$ cat config.mk
export PLATFORM = sky130hd
export DESIGN_NAME = ref_sched_top
export DESIGN_NICKNAME = d
export VERILOG_FILES = /design/src/rtl/ref_sched_pkg.sv /design/src/rtl/ref_interval_timer.sv /design/src/rtl/ref_pending_flag.sv /design/src/rtl/ref_sr_fsm.sv /design/src/rtl/ref_sched_top.sv
export SDC_FILE = /design/constraint.sdc
export NUM_CORES = 1
export LEC_CHECK = 0
export ABC_AREA = 0
export ABC_CLOCK_PERIOD_IN_PS = 4850
export BUFFER_PORTS_ARGS = -buffer_cell sky130_fd_sc_hd__buf_2
export CAP_MARGIN = 20
export CORE_MARGIN = 2
export CORE_UTILIZATION = 60
export DETAILED_ROUTE_END_ITERATION = 8
export PLACE_DENSITY_LB_ADDON = 0.2
export SKIP_CTS_REPAIR_TIMING = 1
export SLEW_MARGIN = 20
export SYNTH_ARGS = -nofsm -noshare
export SYNTH_HDL_FRONTEND = slang
export SYNTH_HIERARCHICAL = 1
export SYNTH_SLANG_ARGS = --single-unit
$ cat constraint.sdc
create_clock -name clk -period 4.85 [get_ports clk]
set_clock_uncertainty 0.1 [all_clocks]
set_input_delay 0.2425 -clock clk [delete_from_list [all_inputs] [get_ports clk]]
set_output_delay 0.2425 -clock clk [all_outputs]
set_load 0.1 [all_outputs]
$ cat src/rtl/ref_sched_pkg.sv
package ref_sched_pkg;

    typedef enum logic [1:0] {
        SR_RUN  = 2'd0,  // normal distributed refresh
        SR_PRE  = 2'd1,  // waiting for the pre-entry refresh acknowledge
        SR_WAIT = 2'd2,  // refresh done, waiting for idle banks
        SR_SELF = 2'd3   // clock enable held low
    } sr_state_e;

    typedef struct packed {
        sr_state_e st;
        logic      cke;
        logic      entry;
    } sr_regs_t;

    typedef struct packed {
        logic req;
    } pend_regs_t;

endpackage

$ cat src/rtl/ref_interval_timer.sv
module ref_interval_timer #(
    parameter int unsigned INTERVAL_CYC = 3120
) (
    input  logic clk,
    input  logic rst_n,
    input  logic reload_i,
    input  logic freeze_i,
    output logic tick_o
);
    localparam int unsigned CNT_W = (INTERVAL_CYC > 1) ? $clog2(INTERVAL_CYC) : 1;
    localparam logic [CNT_W-1:0] LAST = CNT_W'(INTERVAL_CYC - 1);

    typedef struct packed {
        logic [CNT_W-1:0] cnt;
    } tmr_regs_t;

    tmr_regs_t tmr_q, tmr_d;

    assign tick_o = (tmr_q.cnt == '0) && !freeze_i;

    always_comb begin
        tmr_d = tmr_q;
        if (reload_i) begin
            tmr_d.cnt = LAST;
        end else if (freeze_i) begin
            tmr_d.cnt = tmr_q.cnt;
        end else if (tmr_q.cnt == '0) begin
            tmr_d.cnt = LAST;
        end else begin
            tmr_d.cnt = tmr_q.cnt - 1'b1;
        end
    end

    always_ff @(posedge clk) begin
        if (!rst_n) begin
            tmr_q.cnt <= LAST;
        end else begin
            tmr_q <= tmr_d;
        end
    end

    AST_CNT_RANGE: assert property (@(posedge clk) disable iff (!rst_n)
        tmr_q.cnt <= LAST);

    AST_RELOAD_FULL: assert property (@(posedge clk) disable iff (!rst_n)
        reload_i |=> (tmr_q.cnt == LAST));

endmodule

$ cat src/rtl/ref_pending_flag.sv
module ref_pending_flag
    import ref_sched_pkg::*;
(
    input  logic clk,
    input  logic rst_n,
    input  logic set_i,
    input  logic clr_i,
    output logic req_o
);
    pend_regs_t pnd_q, pnd_d;

    assign req_o = pnd_q.req;

    always_comb begin
        pnd_d = pnd_q;
        if (clr_i) begin
            pnd_d.req = 1'b0;
        end else if (set_i) begin
            pnd_d.req = 1'b1;
        end
    end

    always_ff @(posedge clk) begin
        if (!rst_n) begin
            pnd_q.req <= 1'b0;
        end else begin
            pnd_q <= pnd_d;
        end
    end

endmodule

$ cat src/rtl/ref_sr_fsm.sv
module ref_sr_fsm
    import ref_sched_pkg::*;
(
    input  logic clk,
    input  logic rst_n,
    input  logic sr_req_i,
    input  logic banks_idle_i,
    input  logic tick_i,
    input  logic pend_i,
    input  logic ack_taken_i,
    output logic pend_set_o,
    output logic reload_o,
    output logic freeze_o,
    output logic cke_o,
    output logic entry_o
);
    sr_regs_t fsm_q, fsm_d;

    assign cke_o    = fsm_q.cke;
    assign entry_o  = fsm_q.entry;
    assign freeze_o = (fsm_q.st == SR_SELF);

    always_comb begin
        fsm_d       = fsm_q;
        fsm_d.entry = 1'b0;
        pend_set_o  = 1'b0;
        reload_o    = 1'b0;
        unique case (fsm_q.st)
            SR_RUN: begin
                if (sr_req_i) begin
                    if (ack_taken_i) begin
                        fsm_d.st = SR_WAIT;
                    end else begin
                        fsm_d.st   = SR_PRE;
                        pend_set_o = 1'b1;
                    end
                end
            end
            SR_PRE: begin
                if (!sr_req_i) begin
                    fsm_d.st = SR_RUN;
                end else if (ack_taken_i) begin
                    fsm_d.st = SR_WAIT;
                end
            end
            SR_WAIT: begin
                if (!sr_req_i) begin
                    fsm_d.st = SR_RUN;
                end else if (tick_i) begin
                    fsm_d.st = SR_PRE;
                end else if (banks_idle_i && !pend_i) begin
                    fsm_d.st    = SR_SELF;
                    fsm_d.cke   = 1'b0;
                    fsm_d.entry = 1'b1;
                end
            end
            SR_SELF: begin
                if (!sr_req_i) begin
                    fsm_d.st   = SR_RUN;
                    fsm_d.cke  = 1'b1;
                    pend_set_o = 1'b1;
                    reload_o   = 1'b1;
                end
            end
            default: fsm_d.st = SR_RUN;
        endcase
    end

    always_ff @(posedge clk) begin
        if (!rst_n) begin
            fsm_q.st    <= SR_RUN;
            fsm_q.cke   <= 1'b1;
            fsm_q.entry <= 1'b0;
        end else begin
            fsm_q <= fsm_d;
        end
    end

    AST_ENTRY_AFTER_IDLE: assert property (@(posedge clk) disable iff (!rst_n)
        $fell(cke_o) |-> ($past(banks_idle_i) && !$past(pend_i)));

    AST_ENTRY_STROBE: assert property (@(posedge clk) disable iff (!rst_n)
        entry_o |-> $fell(cke_o));

    AST_ENTRY_ONE_CYCLE: assert property (@(posedge clk) disable iff (!rst_n)
        entry_o |=> !entry_o);

    AST_HOLD_IN_SELF: assert property (@(posedge clk) disable iff (!rst_n)
        (!cke_o && sr_req_i) |=> !cke_o);

endmodule

$ cat src/rtl/ref_sched_top.sv
module ref_sched_top #(
    parameter int unsigned INTERVAL_CYC = 3120
) (
    input  logic clk,
    input  logic rst_n,
    output logic ref_req_o,
    input  logic ref_ack_i,
    input  logic sr_req_i,
    input  logic banks_idle_i,
    output logic cke_o,
    output logic sr_entry_o
);
    logic pend;
    logic ack_taken;
    logic tick;
    logic fsm_set;
    logic fsm_reload;
    logic freeze;

    assign ack_taken = ref_ack_i && pend;
    assign ref_req_o = pend;

    ref_interval_timer #(
        .INTERVAL_CYC(INTERVAL_CYC)
    ) u_timer (
        .clk     (clk),
        .rst_n   (rst_n),
        .reload_i(ack_taken || fsm_reload),
        .freeze_i(freeze),
        .tick_o  (tick)
    );

    ref_pending_flag u_pend (
        .clk  (clk),
        .rst_n(rst_n),
        .set_i(tick || fsm_set),
        .clr_i(ack_taken),
        .req_o(pend)
    );

    ref_sr_fsm u_fsm (
        .clk         (clk),
        .rst_n       (rst_n),
        .sr_req_i    (sr_req_i),
        .banks_idle_i(banks_idle_i),
        .tick_i      (tick),
        .pend_i      (pend),
        .ack_taken_i (ack_taken),
        .pend_set_o  (fsm_set),
        .reload_o    (fsm_reload),
        .freeze_o    (freeze),
        .cke_o       (cke_o),
        .entry_o     (sr_entry_o)
    );

    AST_REQ_HELD: assert property (@(posedge clk) disable iff (!rst_n)
        (ref_req_o && !ref_ack_i) |=> ref_req_o);

    AST_REQ_DROPPED: assert property (@(posedge clk) disable iff (!rst_n)
        (ref_req_o && ref_ack_i) |=> !ref_req_o);

    AST_NO_REQ_IN_SELF: assert property (@(posedge clk) disable iff (!rst_n)
        !cke_o |-> !ref_req_o);

    AST_EXIT_REFRESH: assert property (@(posedge clk) disable iff (!rst_n)
        $rose(cke_o) |-> ref_req_o);

endmodule

==> flow_summary.yaml, run 1 <==
setup_path:
  critical_path_arrival_ns: 2.32
  cp-start-kind: "register"
  worstPathMaxFanout: 6
  worstPathRequired_ns: 4.95
  critPathCaptureType: "register"
  critical_path_class: "reg -> reg"
floorplanning:
  rows: 14
  dieArea_um2: 2050
  die_h_um: 45.2
  ios: 8
  dieWidth_um: 45.2
  design.core.area_um2: 1540
  start_util: 0.662
cells_and_area:
  fin_nets: 140
  drive_above_1_share: 0.173
  fillerInstances: 130
  final_common_cell: "dfxtp_1"
  final_cell_mix: "dfxtp_1 (17), buf_2 (7), nand2_1 (7), nor2_1 (7), ha_1 (7)"
  fin_cells: 143
  antenna_cells: 0
  final_design_area_no_fill_um2: 1100
  area_growth_pct: 7.73
timing:
  fin_crit_ns: 2.23
  setup_viol: 0
  rsz0062_at_grt: "false"
  finalCritPeriodShare: 0.460
  relSlewSlack: 0.452
  worst_pin_slew_ns: 0.815
  setup-tns-final_ns: 0
  fmax_ghz: 0.449
  finalMaxSlewViolations: 0
  timing.hold.ws_ns: 0.0887
  hold_violations: 0
synth:
  yosys_register_bits: 17
  syn_nets: 129
  netlist_instances: 117
  yosys-top-cells-area: "dfxtp_1 (33%), ha_1 (8.6%), o21ai_0 (2.9%)"
  yosysWarnings: 6
  synthesis.area_um2: 1020
  yosys.area.top_type: "dfxtp_1"
  synth_top_area_frac: 0.334
  synth_ff_type: "dfxtp_1"
  synth_cell_types: 45
  avgSynthCellArea_um2: 8.72
  synth_edf_count: 0
  yosysSeqAreaShare: 0.334
  async_flop_share: 0
cts:
  root_buffer: "clkbuf_4"
  cts_tree: "done"
  cts_sinks: 17
  ctsHtreeMaxLevel: 1
  clock_latency_ns: 0.30
  clock_path_buffers: 2
  cts_buffers: 3
  cts.clk_slew.worst_paths_ns: 0.10
drt:
  dr.pass1.iters: 4
  drt-wirelength-per-cell_um: 14.5
  wirelength_um: 2080
  vias_per_cell: 6.19
  drtAntennaViolNets: 0
  route.detailed.drc: 0
  drt_iter0_drc: 24
  vias: 885
grt:
  first_global_vias: 770
  antenna_found_initial: 0
  grt_max_degree: 11
  grt_pass1_wl_um: 3400
  track_usage: 0.235
  gr-total-overflow: 0
run_status:
  status: "complete, no violations"
run:
  maxCapViolCount: 0
placement:
  dp.cells: 139
  placed_cell_area_um2: 1070
  dp_hpwl_um: 1570
  io_buffers: 7
  place_congestion: 0.848
pwr:
  total_power_uw: 480
  p_leak_uw: 0.000438
  p_per_area_nw_per_um2: 437
  worst_ir_drop_vdd_mv: 0.249
min_path:
  hold_class: "in -> reg"
## metal layers
layer / wire, µm / share of wire / GRT usage
met1: 1020 / 0.49 / 0.317
met2: 930 / 0.45 / 0.360
met3: 91 / 0.044 / 0.0360
met4: 31 / 0.015 / 0.124
met5: 0 / 0 / 0
## worst paths after layout
path                    startpoint          endpoint  slack, ns  cells after the start
setup / recovery  u_timer/tmr_q[0]    u_fsm/fsm_q[3]       2.62                      8
setup reg to reg  u_timer/tmr_q[0]    u_fsm/fsm_q[3]       2.62                      8
hold / removal               rst_n       u_fsm/cke_o       0.09                      2
hold reg to reg   u_timer/tmr_q[9]  u_timer/tmr_q[9]       0.40                      2
## Yosys cell counts, types with 2 or more instances
| cell | n |
|---|---|
| nor4_1 | 4 |
| or3_2 | 2 |
| mux2i_1 | 2 |
| nor3b_2 | 2 |
| nand3_1 | 2 |
| ha_1 | 7 |
| xor2_1 | 2 |
| a41oi_1 | 2 |
| and2_1 | 2 |
| inv_1 | 6 |
| nor2_1 | 7 |
| or4_1 | 4 |
| nor3b_1 | 2 |
| dfxtp_1 | 17 |
| o21ai_0 | 6 |
| or3_1 | 3 |
| nand2_1 | 7 |
| nor2b_1 | 3 |
| nor3_1 | 3 |
| a21oi_1 | 5 |
| o31ai_1 | 2 |
| nand2b_1 | 4 |
## cell type report
cell class | count | area [µm²] | area share
clock inverter | 1 | 5.00 | 0.00456
multi-input combinational | 93 | 653 | 0.595
sequential | 17 | 340 | 0.310
tap | 16 | 20.0 | 0.0182
timing repair buffer | 7 | 35.0 | 0.0319
inverter | 6 | 22.5 | 0.0205
clock buffer | 3 | 22.5 | 0.0205
## cell families (layout without fill, tap and decap cells)
logic type,Yosys count,after routing,synth area share
and+or+nand+nor,55,55,0.333
AOI/OAI and AO/OA,26,26,0.174
muxes,3,3,0.0307
xor gates and xnor gates,2,2,0.0172
adders and majority gates,7,7,0.0859
buffers and inverters,7,17,0.0258
DFF,17,17,0.334
## registers in the layout, summed over array words and instances, names as in the netlist
signal,count
u_timer/tmr_q,12
u_fsm/fsm_q,2
u_fsm/cke_o,1
u_fsm/entry_o,1
u_pend/req_o,1
## critical path, stage by stage (launching register included)
cell      delay [ns]
dfxtp_1         0.36
inv_1           0.09
ha_1            0.19
nor3b_1         0.39
nand2_1         0.10
nor3_1          0.44
nor3_1          0.16
o211ai_1        0.20
mux2i_1         0.09
## power by group
group | internal [µW] | total, µW | switching (µW)
Sequential | 161 | 185 | 23.5
Clock | 30.8 | 79.1 | 48.3
Combinational | 84.6 | 216 | 132
## through the flow
stage | setup WS (ns) | util
floorplan | 2.82 | -
global route | 2.35 | 0.713
global placement | 2.71 | 0.695
CTS | 2.63 | 0.713
detailed placement | 2.64 | 0.695
finish | 2.62 | 0.713
Note: power is estimated with default switching activity, not from simulation.
==> run 2, diff against run 1 <==
--- a/config.mk
+++ b/config.mk
@@ -6,11 +6,11 @@
 export NUM_CORES = 1
 export LEC_CHECK = 0
 export ABC_AREA = 0
-export ABC_CLOCK_PERIOD_IN_PS = 4850
+export ABC_CLOCK_PERIOD_IN_PS = 1800
 export BUFFER_PORTS_ARGS = -buffer_cell sky130_fd_sc_hd__buf_2
 export CAP_MARGIN = 20
 export CORE_MARGIN = 2
-export CORE_UTILIZATION = 60
+export CORE_UTILIZATION = 52
 export DETAILED_ROUTE_END_ITERATION = 8
 export PLACE_DENSITY_LB_ADDON = 0.2
 export SKIP_CTS_REPAIR_TIMING = 1
==> constraint.sdc (replaced) <==
create_clock -name clk -period 1.8 [get_ports clk]
set_clock_uncertainty 0.1 [all_clocks]
set_input_delay 0.09 -clock clk [delete_from_list [all_inputs] [get_ports clk]]
set_output_delay 0.09 -clock clk [all_outputs]
set_load 0.1 [all_outputs]
==> flow_summary.yaml, run 2 (same netlist as run 1, synthesis figures left out) <==
setup_path:
  worstPathRequired_ns: 1.93
  critPathCaptureType: "register"
  path_delay_family: "simple AND/OR/NAND/NOR gates"
  worstPathCellList: "or4_4 > buf_6 > or4_1 > a21oi_1"
  crit_buf_inv: 1
  cp_num_cells: 4
  rr_worst_depth: 4
  critical_path_class: "reg -> reg"
  crit_slowest_cell: "or4_4"
  slowest_delay_ns: 0.57
  critical_path_arrival_ns: 1.96
  cp-start-kind: "register"
  worstPathMaxFanout: 5
cts:
  cts_sinks: 17
  ctsHtreeMaxLevel: 1
  cts_buffers: 3
  root_buffer: "clkbuf_4"
  cts_tree: "done"
  cts.clk_slew.worst_paths_ns: 0.09
  clock_path_buffers: 2
  clock_latency_ns: 0.29
placement:
  place_congestion: 0.779
  dp_hpwl_um: 1780
  dp.cells: 165
  io_buffers: 7
  pre_cts_ws_ns: -0.0290
floorplanning:
  dieWidth_um: 48.3
  dieArea_um2: 2330
  ios: 8
  rows: 16
  start_util: 0.536
  design.core.area_um2: 1900
  die_h_um: 48.3
timing:
  setup_viol: 3
  timing.hold.ws_ns: 0.0704
  worst_pin_slew_ns: 0.483
  fmax_ghz: 0.547
  rsz0062_at_grt: "true"
  fin_crit_ns: 1.83
  fin_ws_ns: -0.0290
  finalCritPeriodShare: 1.02
  hold_violations: 0
  relSlewSlack: 0.680
  finalMaxSlewViolations: 0
  setup-tns-final_ns: -0.0761
cells_and_area:
  top_register: "u_timer/tmr_q"
  fin_cells: 171
  drive_above_1_share: 0.389
  area_growth_pct: 32.1
  final_common_cell: "buf_4"
  fin_nets: 157
  final_cell_mix: "buf_4 (15), dfxtp_1 (12), buf_2 (7), nor2_1 (7)"
  largest_reg_flops: 12
  reg.largest.list: "u_timer/tmr_q x12, u_fsm/fsm_q x2"
  antenna_cells: 0
grt:
  use_met2: 0.392
  gr-total-overflow: 0
  use_met1: 0.269
  antenna_found_initial: 0
  grt_use_met3: 0.0370
  grt_max_degree: 10
  grt_pass1_wl_um: 3680
  track_usage: 0.225
  first_global_vias: 892
  busiest_layer: "met2"
min_path:
  whs_path_depth: 4
  hold_class: "in -> reg"
drt:
  drtAntennaViolNets: 0
  drt-wirelength-per-cell_um: 14.9
  drt_iter0_drc: 15
  dr.pass1.iters: 4
  route.detailed.drc: 0
  vias: 1007
  vias_per_cell: 5.89
  wirelength_um: 2550
run:
  maxCapViolCount: 0
pwr:
  p_per_area_nw_per_um2: 1100
  p_leak_uw: 0.000556
  worst_ir_drop_vdd_mv: 0.805
run_status:
  violations: "setup timing"
  status: "finished with violations"
## run 2: cell count changes in the layout (fill, tap and decap cells not counted), moves of 2 or more
cell / change
ha_4: +2
or4_1: -2
buf_4: +15
ha_1: -3
inv_2: +2
inv_1: -3
dfxtp_1: -5
nor3_1: -2
or4_4: +2
dfxtp_2: +5
## run 2: cell type report
cell class / count / area, µm²
clock buffers: 4 / 26.3
fillers: 158 / 554
inverters: 6 / 25.0
multi-input cells: 93 / 747
flip-flops and latches: 17 / 347
well taps: 27 / 33.8
repair buffers: 24 / 169
## run 2: per-stage QoR
step	total power, µW	util	instance area (µm²)
6_report	1480	0.709	1350
5_1_grt	1580	0.709	1350
4_1_cts	1390	0.655	1240
3_5_place_dp	1190	0.641	1220
3_3_place_gp	1170	0.641	1220
2_1_floorplan	992	-	1040
## run 2: worst paths after layout
| kind | from | to | slack [ns] |
|---|---|---|---|
| worst max-delay path | u_timer/tmr_q[5] | u_timer/tmr_q[8] | -0.03 |
| worst max register to register | u_timer/tmr_q[5] | u_timer/tmr_q[8] | -0.03 |
| worst min register to register | u_timer/tmr_q[6] | u_timer/tmr_q[6] | 0.42 |
| worst min-delay path | ref_ack_i | u_timer/tmr_q[1] | 0.07 |
## run 2: power breakdown
part	total [µW]	switching, µW	internal [µW]
Clock	205	118	86.3
Sequential	502	57.5	445
Combinational	769	433	336
## run 2: layer usage
| metal | part of all wire | vias to the layer above | routed length (µm) |
|---|---|---|---|
| met5 | 0 | - | 0 |
| met4 | 0.022 | 0 | 55 |
| met3 | 0.039 | 6 | 100 |
| met2 | 0.54 | 32 | 1370 |
| met1 | 0.40 | 482 | 1020 |
| li1 | - | 487 | - |
## run 2: worst reg2reg max path, cell delays in order, from the launching register on
cell and delay, ns:
dfxtp_2 0.34, or4_4 0.57, buf_6 0.15, or4_1 0.46
a21oi_1 0.14
==> run 3, diff against run 2 <==
--- a/config.mk
+++ b/config.mk
@@ -7,7 +7,7 @@
 export LEC_CHECK = 0
 export ABC_AREA = 0
 export ABC_CLOCK_PERIOD_IN_PS = 1800
-export BUFFER_PORTS_ARGS = -buffer_cell sky130_fd_sc_hd__buf_2
+export BUFFER_PORTS_ARGS = -buffer_cell sky130_fd_sc_hd__buf_4
 export CAP_MARGIN = 20
 export CORE_MARGIN = 2
 export CORE_UTILIZATION = 52
==> flow_summary.yaml, run 3 (same netlist as run 1, synthesis figures left out) <==
cells_and_area:
  reg.largest.list: "u_timer/tmr_q x12, u_fsm/fsm_q x2"
  largest_reg_flops: 12
  antenna_cells: 0
  final_cell_mix: "buf_4 (23), dfxtp_1 (11), nor2_1 (7)"
  drive_above_1_share: 0.382
  top_register: "u_timer/tmr_q"
  final_common_cell: "buf_4"
  final_design_area_no_fill_um2: 1340
  area_growth_pct: 31.8
  fin_nets: 157
  fillerInstances: 157
pwr:
  p_leak_uw: 0.000554
  worst_ir_drop_vdd_mv: 0.956
  p_per_area_nw_per_um2: 1090
  total_power_uw: 1460
timing:
  setup_viol: 0
  worst_pin_slew_ns: 0.414
  fmax_ghz: 0.566
  hold_violations: 0
  finalMaxSlewViolations: 0
  setup-tns-final_ns: 0
  rsz0062_at_grt: "true"
  relSlewSlack: 0.723
  finalCritPeriodShare: 0.982
  fin_crit_ns: 1.77
setup_path:
  critical_path_class: "reg -> reg"
  critical_path_arrival_ns: 1.84
  worstPathMaxFanout: 6
  reg2reg_from: "u_timer/tmr_q[1]"
  crit_buf_inv: 1
  slowest_delay_ns: 0.51
  startpoint: "u_timer/tmr_q[1]"
  cp_num_cells: 8
  rr_worst_depth: 8
  reg2reg_slack_ns: 0.03
  critPathCaptureType: "register"
  crit_slowest_cell: "or4_1"
  worstPathCellList: "inv_4 > ha_4 > nor3b_4 > nand2_2 > nor3_4 > or4_1 > o311ai_1 > a31oi_1"
  cp-start-kind: "register"
  worstPathRequired_ns: 1.87
  path_delay_family: "simple AND/OR/NAND/NOR gates"
  worst_r2r_endpoint: "u_fsm/fsm_q[2]"
cts:
  cts.clk_slew.worst_paths_ns: 0.11
  root_buffer: "clkbuf_4"
  clock_path_buffers: 2
  cts_tree: "done"
  cts_sinks: 17
  cts_buffers: 3
  clock_latency_ns: 0.29
  ctsHtreeMaxLevel: 1
run:
  maxCapViolCount: 0
drt:
  vias: 947
  dr.pass1.iters: 4
  drt_iter0_drc: 11
  route.detailed.drc: 0
  vias_per_cell: 5.54
  drt-wirelength-per-cell_um: 12.8
  drtAntennaViolNets: 0
  wirelength_um: 2190
grt:
  gr-total-overflow: 0
  grt_max_degree: 12
  grt_pass1_wl_um: 3300
  track_usage: 0.202
  antenna_found_initial: 0
  first_global_vias: 819
run_status:
  status: "complete, no violations"
floorplanning:
  dieArea_um2: 2330
  design.core.area_um2: 1900
  ios: 8
  rows: 16
  dieWidth_um: 48.3
  die_h_um: 48.3
  start_util: 0.536
min_path:
  min_to: "u_pend/req_o"
  whs_path_depth: 3
  min_from: "ref_ack_i"
  hold_class: "in -> reg"
placement:
  dp_hpwl_um: 1660
  place_congestion: 0.853
  placed_cell_area_um2: 1230
  io_buffers: 7
## run 3: layer usage
layer  vias to the layer above  share of wire  track usage
li1                        489              -            -
met1                       446           0.46        0.244
met2                        10           0.52        0.361
met3                         2          0.021       0.0333
met4                         0         0.0055       0.0649
met5                         -              0            0
## run 3: worst max path at each step
stage | to | slack [ns]
2_1_floorplan | u_timer/tmr_q[5] | 0.01
3_3_place_gp | u_timer/tmr_q[9] | -0.05
3_5_place_dp | u_fsm/fsm_q[3] | -0.05
4_1_cts | u_timer/tmr_q[5] | -0.07
5_1_grt | u_fsm/fsm_q[3] | -0.04
6_report | u_fsm/fsm_q[2] | 0.03
## run 3: per-stage QoR
| stage | hold WS, ns | setup WS [ns] | utilization | cells |
|---|---|---|---|---|
| 2_1_floorplan | 0.0700 | 0.0107 | - | 117 |
| 3_3_place_gp | 0.233 | -0.0469 | 0.646 | 164 |
| 3_5_place_dp | 0.239 | -0.0455 | 0.646 | 164 |
| 4_1_cts | -0.0708 | -0.0720 | 0.662 | 168 |
| 5_1_grt | 0.0720 | -0.0361 | 0.707 | 171 |
| 6_report | 0.0769 | 0.0325 | 0.707 | 171 |
## run 3: tightest hold or removal path, cell delays in order
cell	delay [ns]
buf_4	0.08
and2_1	0.19
nor3b_2	0.06
## run 3: layout make-up
type                            instances  area [µm²]  area share
Multi-Input combinational cell         93         722       0.537
Sequential cell                        17         350       0.261
Timing Repair Buffer                   24         183       0.136
Tap cell                               27        33.8      0.0251
Inverter                                6        25.0      0.0186
Clock buffer                            3        22.5      0.0168
Clock inverter                          1        7.51     0.00559
## run 3: power breakdown
group	switching (µW)	leakage [µW]	internal, µW
sequential	59.7	0.000140	450
clock	124	0.0000139	84.2
combinational	412	0.000400	331
total	597	0.000554	865
